[config.mk]
export PLATFORM = sky130hd
export DESIGN_NAME = vec_norm_unit
export DESIGN_NICKNAME = d
export VERILOG_FILES = /design/src/rtl/vnu_pkg.sv /design/src/rtl/vnu_ctrl.sv /design/src/rtl/vnu_datapath.sv /design/src/rtl/vec_norm_unit.sv
export SDC_FILE = /design/constraint.sdc
export NUM_CORES = 1
export LEC_CHECK = 0
export ABC_AREA = 1
export BUFFER_PORTS_ARGS = -buffer_cell sky130_fd_sc_hd__buf_2
export CAP_MARGIN = 20
export CORE_MARGIN = 2
export CORE_UTILIZATION = 45
export DETAILED_ROUTE_END_ITERATION = 8
export GPL_TIMING_DRIVEN = 0
export PLACE_DENSITY = 0.62
export SETUP_SLACK_MARGIN = 0.15
export SKIP_CTS_REPAIR_TIMING = 1
export SLEW_MARGIN = 15
export SYNTH_ARGS = -nofsm -noshare
export SYNTH_HDL_FRONTEND = slang
export SYNTH_SLANG_ARGS = --single-unit
[constraint.sdc]
create_clock -name clk -period 4.5 [get_ports clk]
set_input_delay 0.45 -clock clk [delete_from_list [all_inputs] [get_ports clk]]
set_output_delay 0.45 -clock clk [all_outputs]
set_load 0.02 [all_outputs]
[src/rtl/vnu_pkg.sv]
package vnu_pkg;
  typedef enum logic [1:0] {
    OP_LOAD = 2'd0,
    OP_NORM = 2'd1,
    OP_INIT = 2'd2,
    OP_DRAW = 2'd3
  } cmd_op_e;

  typedef struct packed {
    logic loadAcc;
    logic normClear;
    logic normStep;
    logic initPos;
    logic drawVec;
  } strobe_t;
endpackage

[src/rtl/vnu_ctrl.sv]
module vnu_ctrl
  import vnu_pkg::*;
(
  input  logic       clk,
  input  logic       rstN,
  input  logic       cmdValid,
  input  logic [1:0] cmdOp,
  input  logic       normCond,
  output strobe_t    strobes,
  output logic       busy
);
  typedef enum logic {ST_IDLE, ST_NORM} state_e;
  state_e state, stateNext;

  always_comb begin
    strobes   = '0;
    stateNext = state;
    if (state == ST_IDLE) begin
      if (cmdValid) begin
        unique case (cmd_op_e'(cmdOp))
          OP_LOAD: strobes.loadAcc = 1'b1;
          OP_NORM: begin
            strobes.normClear = 1'b1;
            stateNext         = ST_NORM;
          end
          OP_INIT: strobes.initPos = 1'b1;
          OP_DRAW: strobes.drawVec = 1'b1;
          default: ;
        endcase
      end
    end else begin
      if (normCond) strobes.normStep = 1'b1;
      else          stateNext = ST_IDLE;
    end
  end

  always_ff @(posedge clk) begin
    if (!rstN) state <= ST_IDLE;
    else       state <= stateNext;
  end

  assign busy = (state == ST_NORM);

  AST_EXIT_COND: assert property (@(posedge clk) disable iff (!rstN)
    $fell(busy) |-> !normCond);
  AST_HOLD_BUSY: assert property (@(posedge clk) disable iff (!rstN)
    (busy && normCond) |=> busy);
  AST_IGNORE_BUSY: assert property (@(posedge clk) disable iff (!rstN)
    busy |-> !(strobes.loadAcc || strobes.initPos || strobes.drawVec || strobes.normClear));
endmodule

[src/rtl/vnu_datapath.sv]
module vnu_datapath
  import vnu_pkg::*;
#(
  parameter int DATA_W    = 12,
  parameter int COORD_W   = 16,
  parameter int MAX_SHIFT = 16,
  localparam int T_W      = $clog2(MAX_SHIFT + 1)
) (
  input  logic               clk,
  input  logic               rstN,
  input  strobe_t            strobes,
  input  logic [DATA_W-1:0]  dataA,
  input  logic [DATA_W-1:0]  dataB,
  output logic               normCond,
  output logic [DATA_W-1:0]  accA,
  output logic [DATA_W-1:0]  accB,
  output logic [T_W-1:0]     shiftT,
  output logic               vecValid,
  output logic [COORD_W-1:0] vecStartX,
  output logic [COORD_W-1:0] vecStartY,
  output logic [COORD_W-1:0] vecEndX,
  output logic [COORD_W-1:0] vecEndY,
  output logic [T_W-1:0]     vecShift
);
  localparam int HI_BIT = DATA_W - 1;
  localparam int LO_BIT = DATA_W - 3;
  localparam int EXT_W  = COORD_W - DATA_W;

  logic signed [COORD_W-1:0] posX, posY;
  logic signed [COORD_W-1:0] sextA, sextB, diffX, diffY, endX, endY;

  assign sextA = {{EXT_W{accA[HI_BIT]}}, accA};
  assign sextB = {{EXT_W{accB[HI_BIT]}}, accB};
  assign diffX = sextA - posX;
  assign diffY = sextB - posY;
  assign endX  = (diffX >>> shiftT) + posX;
  assign endY  = (diffY >>> shiftT) + posY;

  assign normCond = (accA[HI_BIT] == accA[LO_BIT]) &&
                    (accB[HI_BIT] == accB[LO_BIT]) &&
                    (shiftT < T_W'(MAX_SHIFT));

  always_ff @(posedge clk) begin
    if (!rstN) begin
      accA      <= '0;
      accB      <= '0;
      shiftT    <= '0;
      posX      <= '0;
      posY      <= '0;
      vecValid  <= 1'b0;
      vecStartX <= '0;
      vecStartY <= '0;
      vecEndX   <= '0;
      vecEndY   <= '0;
      vecShift  <= '0;
    end else begin
      vecValid <= strobes.drawVec;
      if (strobes.loadAcc) begin
        accA <= dataA;
        accB <= dataB;
      end
      if (strobes.normClear) shiftT <= '0;
      if (strobes.normStep) begin
        accA   <= {accA[DATA_W-2:0], 1'b0};
        accB   <= {accB[DATA_W-2:0], 1'b0};
        shiftT <= shiftT + T_W'(1);
      end
      if (strobes.initPos) begin
        posX <= sextA;
        posY <= sextB;
      end
      if (strobes.drawVec) begin
        vecStartX <= posX;
        vecStartY <= posY;
        vecEndX   <= endX;
        vecEndY   <= endY;
        vecShift  <= shiftT;
        accA      <= posX[DATA_W-1:0];
        accB      <= posY[DATA_W-1:0];
      end
    end
  end

  AST_T_LIMIT: assert property (@(posedge clk) disable iff (!rstN)
    shiftT <= T_W'(MAX_SHIFT));
  AST_STEP_COUNT: assert property (@(posedge clk) disable iff (!rstN)
    strobes.normStep |=> shiftT == ($past(shiftT) + T_W'(1)));
  AST_DRAW_RELOAD: assert property (@(posedge clk) disable iff (!rstN)
    vecValid |-> (accA == vecStartX[DATA_W-1:0] && accB == vecStartY[DATA_W-1:0]));
endmodule

[src/rtl/vec_norm_unit.sv]
module vec_norm_unit
  import vnu_pkg::*;
#(
  parameter int DATA_W    = 12,
  parameter int COORD_W   = 16,
  parameter int MAX_SHIFT = 16,
  localparam int T_W      = $clog2(MAX_SHIFT + 1)
) (
  input  logic               clk,
  input  logic               rstN,
  input  logic               cmdValid,
  input  logic [1:0]         cmdOp,
  input  logic [DATA_W-1:0]  dataA,
  input  logic [DATA_W-1:0]  dataB,
  output logic               busy,
  output logic [DATA_W-1:0]  accA,
  output logic [DATA_W-1:0]  accB,
  output logic [T_W-1:0]     shiftT,
  output logic               vecValid,
  output logic [COORD_W-1:0] vecStartX,
  output logic [COORD_W-1:0] vecStartY,
  output logic [COORD_W-1:0] vecEndX,
  output logic [COORD_W-1:0] vecEndY,
  output logic [T_W-1:0]     vecShift
);
  strobe_t strobes;
  logic    normCond;

  vnu_ctrl i_ctrl (
    .clk      (clk),
    .rstN     (rstN),
    .cmdValid (cmdValid),
    .cmdOp    (cmdOp),
    .normCond (normCond),
    .strobes  (strobes),
    .busy     (busy)
  );

  vnu_datapath #(
    .DATA_W    (DATA_W),
    .COORD_W   (COORD_W),
    .MAX_SHIFT (MAX_SHIFT)
  ) i_datapath (
    .clk       (clk),
    .rstN      (rstN),
    .strobes   (strobes),
    .dataA     (dataA),
    .dataB     (dataB),
    .normCond  (normCond),
    .accA      (accA),
    .accB      (accB),
    .shiftT    (shiftT),
    .vecValid  (vecValid),
    .vecStartX (vecStartX),
    .vecStartY (vecStartY),
    .vecEndX   (vecEndX),
    .vecEndY   (vecEndY),
    .vecShift  (vecShift)
  );
endmodule

; After elaboration in Yosys (flattened, before gate mapping)
; Index checks and enable logic that the tools add are counted.
[classes]
n_addsub = 5
n_mul = 0
div_mod_pow = 0
order_cmp = 1
eq_ne = 5
n_shift = 2
muxes = 20
bitwise_logic = 0
n_reduce_logical = 5
[ops]
columns = cell, count
row1 = 12-bit two-way mux, 6
row2 = 16-bit by 12-bit adder with 16-bit output, 2
row3 = 16-bit by 5-bit >>> shifter with 16-bit output, 2
row4 = 12-bit by 12-bit subtractor with 13-bit output, 2
row5 = 5-bit two-way mux, 2
row6 = 1-bit two-way mux, 8
row7 = 2-bit two-way mux, 4
row8 = 5-bit by 1-bit adder with 5-bit output (second input constant), 1
row9 = 5-bit < comparator (second input constant), 1
row10 = 2-bit equality test (second input constant), 2
row11 = 3-bit nonzero test, 1
row12 = 1-bit equality test, 2
row13 = 2-bit by 1-bit equality test with 1-bit output (second input constant), 1
row14 = 1-bit logical AND, 2
row15 = 2-bit logical NOT, 1
row16 = 2-bit nonzero test, 1
[totals]
ff_bits = 116
latch_bits = 0
ramBits = 0
romBits = 0
in_bits = 29
out_inout_bits = 100
word_cells = 50
n_memories = 0

; Logic depth before layout (Yosys ltp)
; Gate-level depths: netlist of the first run.
[logic_depth]
depth_word = 7
depth_mapped = 27
depth_no_buf = 27

; Cells and area by module
; From an unflattened synthesis of the first run, not the netlist that was laid out.
[hier_totals]
cells_unflattened = 1290
area_unflattened_um2 = 8205.4
[by_module_without_submodules]
columns = mod, n_inst, cells_per_inst, area_per_inst_um2, seq_area_each_um2
row1 = vnu_datapath, 1, 1273, 8119.0, 2302.2
row2 = vnu_ctrl, 1, 17, 86.3, 20.0

; Least setup slack after synthesis of the first run
; No wires, ideal clock.
[synth_timing]
kind = register to register
start = reg i_datapath.accB[0]
end = reg i_datapath.vecEndY[10]
setup_time_ns = 0.113
arrival_time_ns = 3.414
t_required_ns = 4.387
setup_slack_ns = 0.973
stages_incl_launch_ff = 26
n_path_buf = 0
period_less_slack_ns = 3.527
cell_sequence = dfxtp_1 -> inv_1 -> ha_1 -> fa_1 -> inv_1 -> nand3_1 -> nand2_2 -> nand2_1 -> nand2_1 -> nand2_1 -> nand3_1 -> nand3_1 -> nand3_1 -> nand3_1 -> nand2_1 -> a21oi_1 -> ha_1 -> fa_1 -> nand3_1 -> nand2_1 -> a21oi_2 -> o21ai_1 -> a21oi_1 -> xnor2_1 -> o21ai_1 -> inv_1
[synth_between]
elab_chain_cells = 3
[synth_rtl]
columns = item, line
row1 = from (decl), vnu_datapath.sv:16  ; output logic [DATA_W-1:0] accB,
row2 = from (signal assigned), vnu_datapath.sv:60  ; accB <= dataB;
row3 = from (signal assigned), vnu_datapath.sv:65  ; accB <= {accB[DATA_W-2:0], 1'b0};
row4 = from (signal assigned), vnu_datapath.sv:79  ; accB <= posY[DATA_W-1:0];
row5 = 12-bit by 12-bit subtractor with 13-bit output, vnu_datapath.sv:35  ; assign diffY = sextB - posY;
row6 = 16-bit by 5-bit >>> shifter with 16-bit output, vnu_datapath.sv:37  ; assign endY = (diffY >>> shiftT) + posY;
row7 = 16-bit by 12-bit adder with 16-bit output, vnu_datapath.sv:37
row8 = to (signal assigned), vnu_datapath.sv:76  ; vecEndY <= endY;
row9 = to (decl), vnu_datapath.sv:22  ; output logic [COORD_W-1:0] vecEndY,
; No other way between the ends.
; A chain may end at the register's enable or synchronous reset.

; Worst setup path in the final report of the first run
[layout_timing]
start = reg i_datapath.accA[0]
end = reg i_datapath.vecEndX[12]
[layout_between]
elab_chain_cells = 3
[layout_rtl]
columns = item, line
row1 = from (decl), vnu_datapath.sv:15  ; output logic [DATA_W-1:0] accA,
row2 = from (signal assigned), vnu_datapath.sv:59  ; accA <= dataA;
row3 = from (signal assigned), vnu_datapath.sv:64  ; accA <= {accA[DATA_W-2:0], 1'b0};
row4 = from (signal assigned), vnu_datapath.sv:78  ; accA <= posX[DATA_W-1:0];
row5 = 12-bit by 12-bit subtractor with 13-bit output, vnu_datapath.sv:34  ; assign diffX = sextA - posX;
row6 = 16-bit by 5-bit >>> shifter with 16-bit output, vnu_datapath.sv:36  ; assign endX = (diffX >>> shiftT) + posX;
row7 = 16-bit by 12-bit adder with 16-bit output, vnu_datapath.sv:36
row8 = to (signal assigned), vnu_datapath.sv:75  ; vecEndX <= endX;
row9 = to (decl), vnu_datapath.sv:21  ; output logic [COORD_W-1:0] vecEndX,
; No other way between the ends.

==> results of run 1 <==
[per-stage QoR]
stage / cell area [um2] / std cells / util [%]
global placement: 9191 / 1633 / 51.17
detailed placement: 9191 / 1633 / 51.17
global route: 9806 / 1665 / 54.59
CTS: 9789 / 1665 / 54.50
floorplan: 8264 / 1276 / -
finish: 9806 / 1665 / 54.59
[metal layers]
layer | global-route usage, % | part of all wire, % | vias up
li1 | - | - | 4522
met2 | 52.22 | 47 | 369
met4 | 13.34 | 3.7 | 0
met5 | 0 | 0 | -
met3 | 5.678 | 6.5 | 79
met1 | 39.32 | 43 | 4219
[critical path, delay by kind of cell, from the launching register on]
| kind | cells | cell delay, ns |
|---|---|---|
| AO/OA/AOI/OAI | 4 | 0.71 |
| flip-flops | 1 | 0.38 |
| buffers and inverters | 3 | 0.30 |
| XOR/XNOR | 1 | 0.14 |
| adder cells (fa/ha/maj) | 3 | 1.01 |
| AND/OR/NAND/NOR | 16 | 1.46 |
[placed cells by master, fill, tap and decap left out, types with 2 or more instances in the layout]
cell type / netlist / routed
clkinv_1: 2 / 2
o21ai_0: 76 / 75
xnor2_1: 11 / 11
xor2_1: 10 / 10
a21boi_1: 2 / 2
nand2_1: 302 / 302
inv_6: 0 / 4
nor2_1: 78 / 78
ha_1: 51 / 51
o211ai_1: 32 / 32
o21ai_1: 13 / 14
clkinv_2: 0 / 3
nand3_1: 141 / 141
clkbuf_8: 0 / 2
a31oi_1: 28 / 28
bufinv_16: 0 / 2
inv_1: 156 / 156
fa_1: 4 / 4
buf_4: 16 / 16
buf_6: 3 / 3
nand3_2: 2 / 2
nand4_1: 12 / 12
clkbuf_16: 0 / 17
o21ai_2: 2 / 2
clkbuf_2: 2 / 2
clkbuf_1: 35 / 35
nand3b_1: 11 / 11
nor3_1: 2 / 2
nand2_2: 4 / 4
o21bai_1: 3 / 3
clkinv_4: 0 / 4
inv_2: 7 / 7
dfxtp_1: 116 / 116
a21oi_1: 114 / 113
nor2_4: 1 / 2
buf_2: 8 / 136
or2_2: 19 / 19
[path summary, 6_finish.rpt]
check,endpoint,slack (ns)
worst max-delay path,i_datapath.vecEndX[12]$_SDFFE_PN0P_,0.45
worst min-delay path,i_datapath.accB[0]$_SDFFE_PN0P_,0.33
worst max register to register,i_datapath.vecEndX[12]$_SDFFE_PN0P_,0.45
worst min register to register,i_datapath.vecStartY[4]$_SDFFE_PN0P_,0.46
[sequential cells by signal, summed over array words and instances (netlist names)]
signal,flops
i_datapath.posX,12
i_datapath.vecShift,5
i_datapath.vecEndY,16
i_datapath.vecStartY,12
i_datapath.accA,12
i_datapath.shiftT,5
i_datapath.vecStartX,12
i_datapath.posY,12
i_datapath.vecEndX,16
i_ctrl.busy,1
i_datapath.vecValid,1
i_datapath.accB,12
[power by group through the flow]
stage	Sequential (mW)	Combinational [mW]	Clock, mW
2_1_floorplan	1.21	1.17	0
3_3_place_gp	1.17	1.67	0
3_5_place_dp	1.17	1.67	0
4_1_cts	1.15	1.68	1.42
5_1_grt	1.16	1.92	1.46
6_report	1.16	1.72	1.42
[logic make-up after synthesis]
| family | share of synthesized area [%] |
|---|---|
| buffers and inverters | 11.64 |
| flip-flops | 28.10 |
| adder cells (fa/ha/maj) | 8.690 |
| XOR/XNOR | 2.226 |
| AO/OA/AOI/OAI | 18.65 |
| AND/OR/NAND/NOR | 30.69 |
[layout make-up]
cell class	count	area, um2
flip-flops and latches	116	2322
clock buffers	19	452.9
fillers	1850	8158
well taps	229	286.5
inverters	165	619.3
plain buffers	65	342.8
clock inverters	13	145.1
repair buffers	128	640.6
multi-input cells	930	4996
==> impl_metrics.yaml, run 1 <==
outcome:
  outcome: "finished clean"
clocking:
  cts_made_buffers: 17
  clk_pin_slew_worst_paths_ns: 0.06
  cts_tree: "done"
  cts.sinks: 116
  h-tree-depth: 4
  clkLatencyLatePin_ns: 0.44
  cts_root_buffer: "clkbuf_16"
  cts_max_path_buffers: 2
hold_path:
  hold_path_startpoint: "dataB[0]"
  min_path_type: "in -> reg"
  holdPathStages: 3
floorplanning:
  start_util_pct: 46.01
  fp.dieH_um: 139.5
  num_rows: 49
  core-area_um2: 17960
  dieArea_um2: 19460
  die_w_um: 139.5
  num_io_pins: 129
worst_setup_path:
  crit_fanout: 5
  path_class: "reg -> reg"
  critPathLaunchType: "flip-flop"
  timing.rr.start: "i_datapath.accA[0]$_SDFFE_PN0P_"
  reg2regPathDepth: 27
  crit_path_start: "i_datapath.accA[0]$_SDFFE_PN0P_"
  cp-end-kind: "flip-flop"
  cpPeakStageDelay_ns: 0.41
  critPathSlowestCell: "fa_1"
  crit_required_ns: 4.87
  cp.arrival_ns: 4.42
  path_common_cell: "nand2_1"
timing:
  slew_headroom_pct: 50.35
  rsz0062_at_grt: "false"
  hold_slack_ns: 0.3348
  slew_violations: 0
  worst_pin_slew_ns: 0.7447
  clock.fmax_ghz: 0.2472
  layout_setup_ws_ns: 0.4543
  hold_violations: 0
  setup_violations: 0
  setup_tns_ns: 0
  fin_skew_ns: 0.01678
  fin_crit_ns: 4.046
  fin_crit_sh_pct: 89.90
drt:
  drc: 0
  ant_nets: 0
  drt_wl_total_um: 30550
  dr.pass1.iters: 5
  avgRoutedWirePerCell_um: 18.35
  drt_iter0_drc: 728
  vias: 9189
  vias_per_cell: 5.519
synth:
  seq_area_frac_synth_pct: 28.10
  synth.top_cell.area_share_pct: 28.10
  synth_nets: 1360
  netlist_area_um2: 8264
  synth_ff_type: "dfxtp_1"
  synth.avg_cell_area_um2: 6.477
  synth.most_common_cell: "nand2_1"
  synth_edf_count: 0
  synthTopCellsByArea: "dfxtp_1 28%, nand2_1 14%, nand3_1 8.5%"
  synth_cell_type_count: 44
  synth_common_cells: "302 x nand2_1, 156 x inv_1, 141 x nand3_1"
  synth_largest_area_cell: "dfxtp_1"
  ys_ff_latch: 116
  yosysWarnings: 0
  synthCells: 1276
  postSynth.asyncResetShare_pct: 0
placed_design:
  dpl_worst_slack_ns: 0.5117
  gp_congestion: 0.9080
  port_buffers: 128
  hpwlAfterDp_um: 23820
global_routing:
  gr-total-overflow: 0
  antenna_found_initial: 0
  grt.total_usage_pct: 31.16
  grt_max_degree: 17
  grt_pass1_wl_um: 47290
  grt_pass1_vias: 8806
power:
  swShare_pct: 41.27
  combPwrFrac_pct: 40.1
  switchingPower_mw: 1.773
  power_frac_seq_pct: 26.9
  p_int_mw: 2.522
  vdd_ir_drop_max_uv: 322.3
  power_mw: 4.295
  clockPowerShare_pct: 33.0
  power_density_nw_per_um2: 438.0
  power_leakage_nw: 5.030
cells_and_area:
  diodes: 0
  area_growth_pct: 18.65
  nNetsFinal: 1507
  layout-drive-gt1-share_pct: 16.09
job:
  cap_viol_max_count: 0
Note: power is estimated with default switching activity, not from simulation.
==> run 2, diff against run 1 <==
--- a/config.mk
+++ b/config.mk
@@ -18,4 +18,5 @@
 export SLEW_MARGIN = 15
 export SYNTH_ARGS = -nofsm -noshare
 export SYNTH_HDL_FRONTEND = slang
+export SYNTH_HIERARCHICAL = 1
 export SYNTH_SLANG_ARGS = --single-unit
==> impl_metrics.yaml, run 2 <==
timing:
  hold_slack_ns: 0.3209
  setup_tns_ns: 0
  setup_violations: 0
  fin_crit_ns: 4.034
  worst_pin_slew_ns: 0.7309
  slew_headroom_pct: 51.10
  slew_violations: 0
  fin_skew_ns: 0.008168
  fin_crit_sh_pct: 89.65
  layout_setup_ws_ns: 0.4658
  rsz0062_at_grt: "false"
  hold_violations: 0
  clock.fmax_ghz: 0.2479
cells_and_area:
  area_growth_pct: 18.39
  layout-drive-gt1-share_pct: 14.92
  diodes: 0
  reg_top3: "i_datapath/vecEndX x16, i_datapath/vecEndY x16"
  final_util_pct: 54.26
  stdcell_area_um2: 9714
  final_common_cell: "nand2_1"
  nNetsFinal: 1521
  final_cell_mix: "290 x nand2_1, 171 x inv_1, 145 x buf_2"
drt:
  drc: 0
  avgRoutedWirePerCell_um: 17.46
  drt_iter0_drc: 777
  vias_per_cell: 5.423
  ant_nets: 0
  vias: 9095
  dr.pass1.iters: 5
  drt_wl_total_um: 29280
worst_setup_path:
  critPathLaunchType: "flip-flop"
  path_class: "reg -> reg"
  cp.arrival_ns: 4.35
  critPathSlowestCell: "fa_1"
  r2r_slack_ns: 0.47
  path_common_cell: "nand2_1"
  crit_fanout: 4
  cpPeakStageDelay_ns: 0.41
  crit_required_ns: 4.82
  cp-end-kind: "flip-flop"
hold_path:
  min_path_type: "in -> reg"
clocking:
  clk_pin_slew_worst_paths_ns: 0.05
  cts_tree: "done"
  cts_max_path_buffers: 2
  h-tree-depth: 4
  cts_root_buffer: "clkbuf_16"
  clkLatencyLatePin_ns: 0.42
  cts.sinks: 116
  cts_made_buffers: 17
synth:
  synth.top_cell.area_share_pct: 28.30
  synthTopCellsByArea: "dfxtp_1 28%, nand2_1 13%, nand3_1 8.4%"
  yosysWarnings: 6
  synth_largest_area_cell: "dfxtp_1"
  synthCells: 1290
  synth_cell_type_count: 42
  synth_ff_type: "dfxtp_1"
  ys_ff_latch: 116
  seq_area_frac_synth_pct: 28.30
  synth_common_cells: "290 x nand2_1, 171 x inv_1, 138 x nand3_1"
  postSynth.asyncResetShare_pct: 0
  synth.avg_cell_area_um2: 6.361
  synth_nets: 1374
  synth_edf_count: 0
  synth.most_common_cell: "nand2_1"
  netlist_area_um2: 8205
floorplanning:
  num_io_pins: 129
  start_util_pct: 45.83
  dieArea_um2: 19330
  die_w_um: 139.0
  fp.dieH_um: 139.0
  core-area_um2: 17900
  num_rows: 49
global_routing:
  grt.total_usage_pct: 29.84
  grt_pass1_vias: 8384
  grt_pass1_wl_um: 45370
  grt_max_degree: 17
  gr-total-overflow: 0
  antenna_found_initial: 1
job:
  cap_viol_max_count: 0
power:
  power_leakage_nw: 4.980
  vdd_ir_drop_max_uv: 271.2
  power_density_nw_per_um2: 442.5
outcome:
  outcome: "finished clean"
placed_design:
  gp_congestion: 0.9457
  placed_cell_area_um2: 9133
  port_buffers: 128
  hpwlAfterDp_um: 23340
  dpl_worst_slack_ns: 0.3332
## run 2: cell types whose count changed in the layout (fill, tap and decap cells not counted), sizes merged, moves of 5 or more
cell / before / now
buf: 155 / 160
a21oi: 115 / 137
or2: 20 / 1
nand2: 307 / 298
o21ai: 91 / 114
inv: 167 / 178
o211ai: 32 / 8
xnor2: 11 / 5
## run 2: worst max-delay path, delay by kind of cell (launching register included)
kind / cells / cell delay (ns)
flip-flops: 1 / 0.37
XOR/XNOR: 1 / 0.16
AND/OR/NAND/NOR: 14 / 1.29
adder cells (fa/ha/maj): 4 / 1.32
buffers and inverters: 3 / 0.23
AO/OA/AOI/OAI: 4 / 0.55
## run 2: cell type report
class / count / area, um2
Clock inverter: 10 / 108.9
Clock buffer: 20 / 456.7
Fill cell: 1939 / 8188
Sequential cell: 116 / 2323
Tap cell: 229 / 286.5
Inverter: 180 / 675.6
Multi-Input combinational cell: 927 / 4920
Buffer: 67 / 302.8
Timing Repair Buffer: 128 / 640.6
## run 2: worst paths after layout
| check | from | end | depth (start not counted) |
|---|---|---|---|
| hold reg to reg | i_datapath/vecStartX[4]$_SDFFE_PN0P_ | i_datapath/vecStartX[4]$_SDFFE_PN0P_ | 2 |
| hold / removal | dataA[6] | i_datapath/accA[6]$_SDFFE_PN0P_ | 3 |
| setup / recovery | i_datapath/accB[0]$_SDFFE_PN0P_ | i_datapath/vecEndY[12]$_SDFFE_PN0P_ | 26 |
| setup reg to reg | i_datapath/accB[0]$_SDFFE_PN0P_ | i_datapath/vecEndY[12]$_SDFFE_PN0P_ | 26 |
## run 2: power breakdown
part / total, mW / internal (mW) / switching (mW)
logic: 1.82 / 0.604 / 1.21
registers: 1.16 / 1.09 / 0.0718
clock network: 1.32 / 0.832 / 0.487
## run 2: kinds of logic after synthesis
group | synth area share, %
buffers and inverters | 11.92
XOR/XNOR | 1.921
flip-flops | 28.30
adder cells (fa/ha/maj) | 8.753
AND/OR/NAND/NOR | 29.32
AO/OA/AOI/OAI | 19.78
## run 2: stage by stage
step / power (mW) / instances
global placement: 2.936 / 1647
finish: 4.299 / 1677
global route: 4.582 / 1677
detailed placement: 2.941 / 1647
floorplan: 2.459 / 1290
CTS: 4.266 / 1677
## run 2: metal layers
layer	vias up	global-route usage (%)	wire length, um
li1	4559	-	-
met1	4157	43.56	13990
met2	349	44.75	12590
met3	30	6.077	2204
met4	0	8.028	487
met5	-	0	0
==> run 3, diff against run 2 <==
--- a/config.mk
+++ b/config.mk
@@ -6,13 +6,13 @@
 export NUM_CORES = 1
 export LEC_CHECK = 0
 export ABC_AREA = 1
-export BUFFER_PORTS_ARGS = -buffer_cell sky130_fd_sc_hd__buf_2
 export CAP_MARGIN = 20
 export CORE_MARGIN = 2
 export CORE_UTILIZATION = 45
 export DETAILED_ROUTE_END_ITERATION = 8
+export DONT_BUFFER_PORTS = 1
 export GPL_TIMING_DRIVEN = 0
-export PLACE_DENSITY = 0.62
+export PLACE_DENSITY = 0.56
 export SETUP_SLACK_MARGIN = 0.15
 export SKIP_CTS_REPAIR_TIMING = 1
 export SLEW_MARGIN = 15
==> impl_metrics.yaml, run 3 (synthesis results as in run 2) <==
job:
  cap_viol_max_count: 0
placed_design:
  gp_congestion: 0.9178
  port_buffers: 0
  dp.cells: 1519
  hpwlAfterDp_um: 23760
global_routing:
  grt_max_degree: 17
  grt.total_usage_pct: 30.38
  gr-total-overflow: 0
  grt_pass1_vias: 8070
  grt_pass1_wl_um: 45850
  antenna_found_initial: 4
worst_setup_path:
  crit_fanout: 4
  cp.arrival_ns: 4.37
  rr_endpoint: "i_datapath/vecEndX[9]$_SDFFE_PN0P_"
  critPathLaunchType: "flip-flop"
  reg2regPathDepth: 26
  crit_required_ns: 4.82
  cp-endpoint: "i_datapath/vecEndX[9]$_SDFFE_PN0P_"
  crit_path_start: "i_datapath/accA[0]$_SDFFE_PN0P_"
  cp-end-kind: "flip-flop"
  timing.rr.start: "i_datapath/accA[0]$_SDFFE_PN0P_"
  r2r_slack_ns: 0.45
  path_class: "reg -> reg"
power:
  power_mw: 4.144
  power_density_nw_per_um2: 456.6
  power_leakage_nw: 4.310
  vdd_ir_drop_max_uv: 283.2
timing:
  worst_pin_slew_ns: 0.7326
  clock.fmax_ghz: 0.2467
  fin_crit_ns: 4.054
  slew_headroom_pct: 51.16
  setup_violations: 0
  fin_skew_ns: 0.007599
  setup_tns_ns: 0
  rsz0062_at_grt: "false"
  fin_crit_sh_pct: 90.08
  hold_violations: 0
  slew_violations: 0
floorplanning:
  core-area_um2: 17900
  fp.dieH_um: 139.0
  num_io_pins: 129
  start_util_pct: 45.83
  dieArea_um2: 19330
  die_w_um: 139.0
  num_rows: 49
clocking:
  cts_made_buffers: 17
  cts_tree: "done"
  cts_root_buffer: "clkbuf_16"
  clkLatencyLatePin_ns: 0.41
  cts.sinks: 116
  cts_max_path_buffers: 2
  h-tree-depth: 4
  clk_pin_slew_worst_paths_ns: 0.06
cells_and_area:
  layout-drive-gt1-share_pct: 7.110
  reg_top3: "i_datapath/vecEndX x16, i_datapath/vecEndY x16"
  final_common_cell: "nand2_1"
  final_cell_mix: "290 x nand2_1, 171 x inv_1, 138 x nand3_1"
  final_cell_count_no_fill: 1554
  fillerInstances: 1935
  area_growth_pct: 10.63
  nNetsFinal: 1396
drt:
  vias: 8611
  drt_iter0_drc: 721
  vias_per_cell: 5.541
  wl_met2_um: 13040
  drt_wl_total_um: 29700
  dr.pass1.iters: 6
  ant_nets: 0
  met3_length_um: 2469
  avgRoutedWirePerCell_um: 19.11
  drc: 0
  top_layer: "met5"
  met1Wirelength_um: 13740
hold_path:
  min_path_type: "in -> reg"
  hold_path_startpoint: "rstN"
outcome:
  outcome: "finished clean"
[run 3: changes by cell type in the layout (fill, tap and decap cells not counted), sizes merged]
cell	change
clkinvlp	+4
clkinv	-3
diode	+3
bufinv	-2
buf	-125
[run 3: worst min path at each step]
stage	depth (start not counted)	end
2_1_floorplan	2	i_datapath/posY[11]$_SDFFE_PN0P_
3_5_place_dp	2	i_datapath/posX[11]$_SDFFE_PN0P_
6_report	2	i_ctrl/busy$_SDFF_PN0_
4_1_cts	2	i_ctrl/busy$_SDFF_PN0_
3_3_place_gp	2	i_datapath/accA[0]$_SDFFE_PN0P_
5_1_grt	2	i_ctrl/busy$_SDFF_PN0_
[run 3: critical path, stage by stage (launching register included)]
cell      delay [ns]
dfxtp_2         0.43
inv_1           0.12
ha_1            0.28
fa_1            0.45
inv_1           0.12
nand3_1         0.10
nand2_2         0.11
nand3_1         0.10
nand4_1         0.13
nand2_2         0.12
nand2_1         0.12
nand2_1         0.07
nand2_1         0.07
nand2_1         0.07
a21oi_1         0.28
ha_1            0.31
buf_4           0.15
nand2_1         0.08
inv_1           0.04
a21boi_1        0.21
o21ai_1         0.08
inv_1           0.10
o21bai_1        0.08
xnor2_1         0.14
nand2_1         0.07
nand2_1         0.08
inv_1           0.03
[run 3: where the power goes]
group / internal, mW / leakage [nW] / total, mW / switching (mW)
registers: 1.09 / 0.948 / 1.24 / 0.146
logic: 0.576 / 3.12 / 1.71 / 1.13
clock network: 0.718 / 0.238 / 1.20 / 0.484
total: 2.39 / 4.31 / 4.14 / 1.76
[run 3: per-layer routing]
layer / track usage, % / vias up
met4: 6.752 / 2
met2: 47.39 / 337
met1: 42.65 / 3920
li1: - / 4316
met5: 0 / -
met3: 7.459 / 36
[run 3: area by class of cell]
type / count / area (um2) / share of cell area (%)
clock inverters: 9 / 60.06 / 0.6616
clock buffers: 20 / 456.7 / 5.031
flip-flops and latches: 116 / 2331 / 25.68
repair buffers: 3 / 22.52 / 0.2481
diodes: 3 / 7.507 / 0.08270
well taps: 229 / 286.5 / 3.156
inverters: 180 / 675.6 / 7.443
plain buffers: 67 / 302.8 / 3.336
multi-input cells: 927 / 4935 / 54.36
[run 3: metrics by stage]
stage	instance area (um2)	hold WS (ns)	worst slack (ns)	utilization [%]
final	9077	0.1612	0.4462	50.71
after global routing	9072	0.1564	0.1541	50.68
after CTS	9009	0.1512	0.1643	50.32
after detailed placement	8492	0.5461	0.1846	47.44
after global placement	8492	0.5424	0.1731	47.44
after floorplan	8205	0.4812	0.8820	-
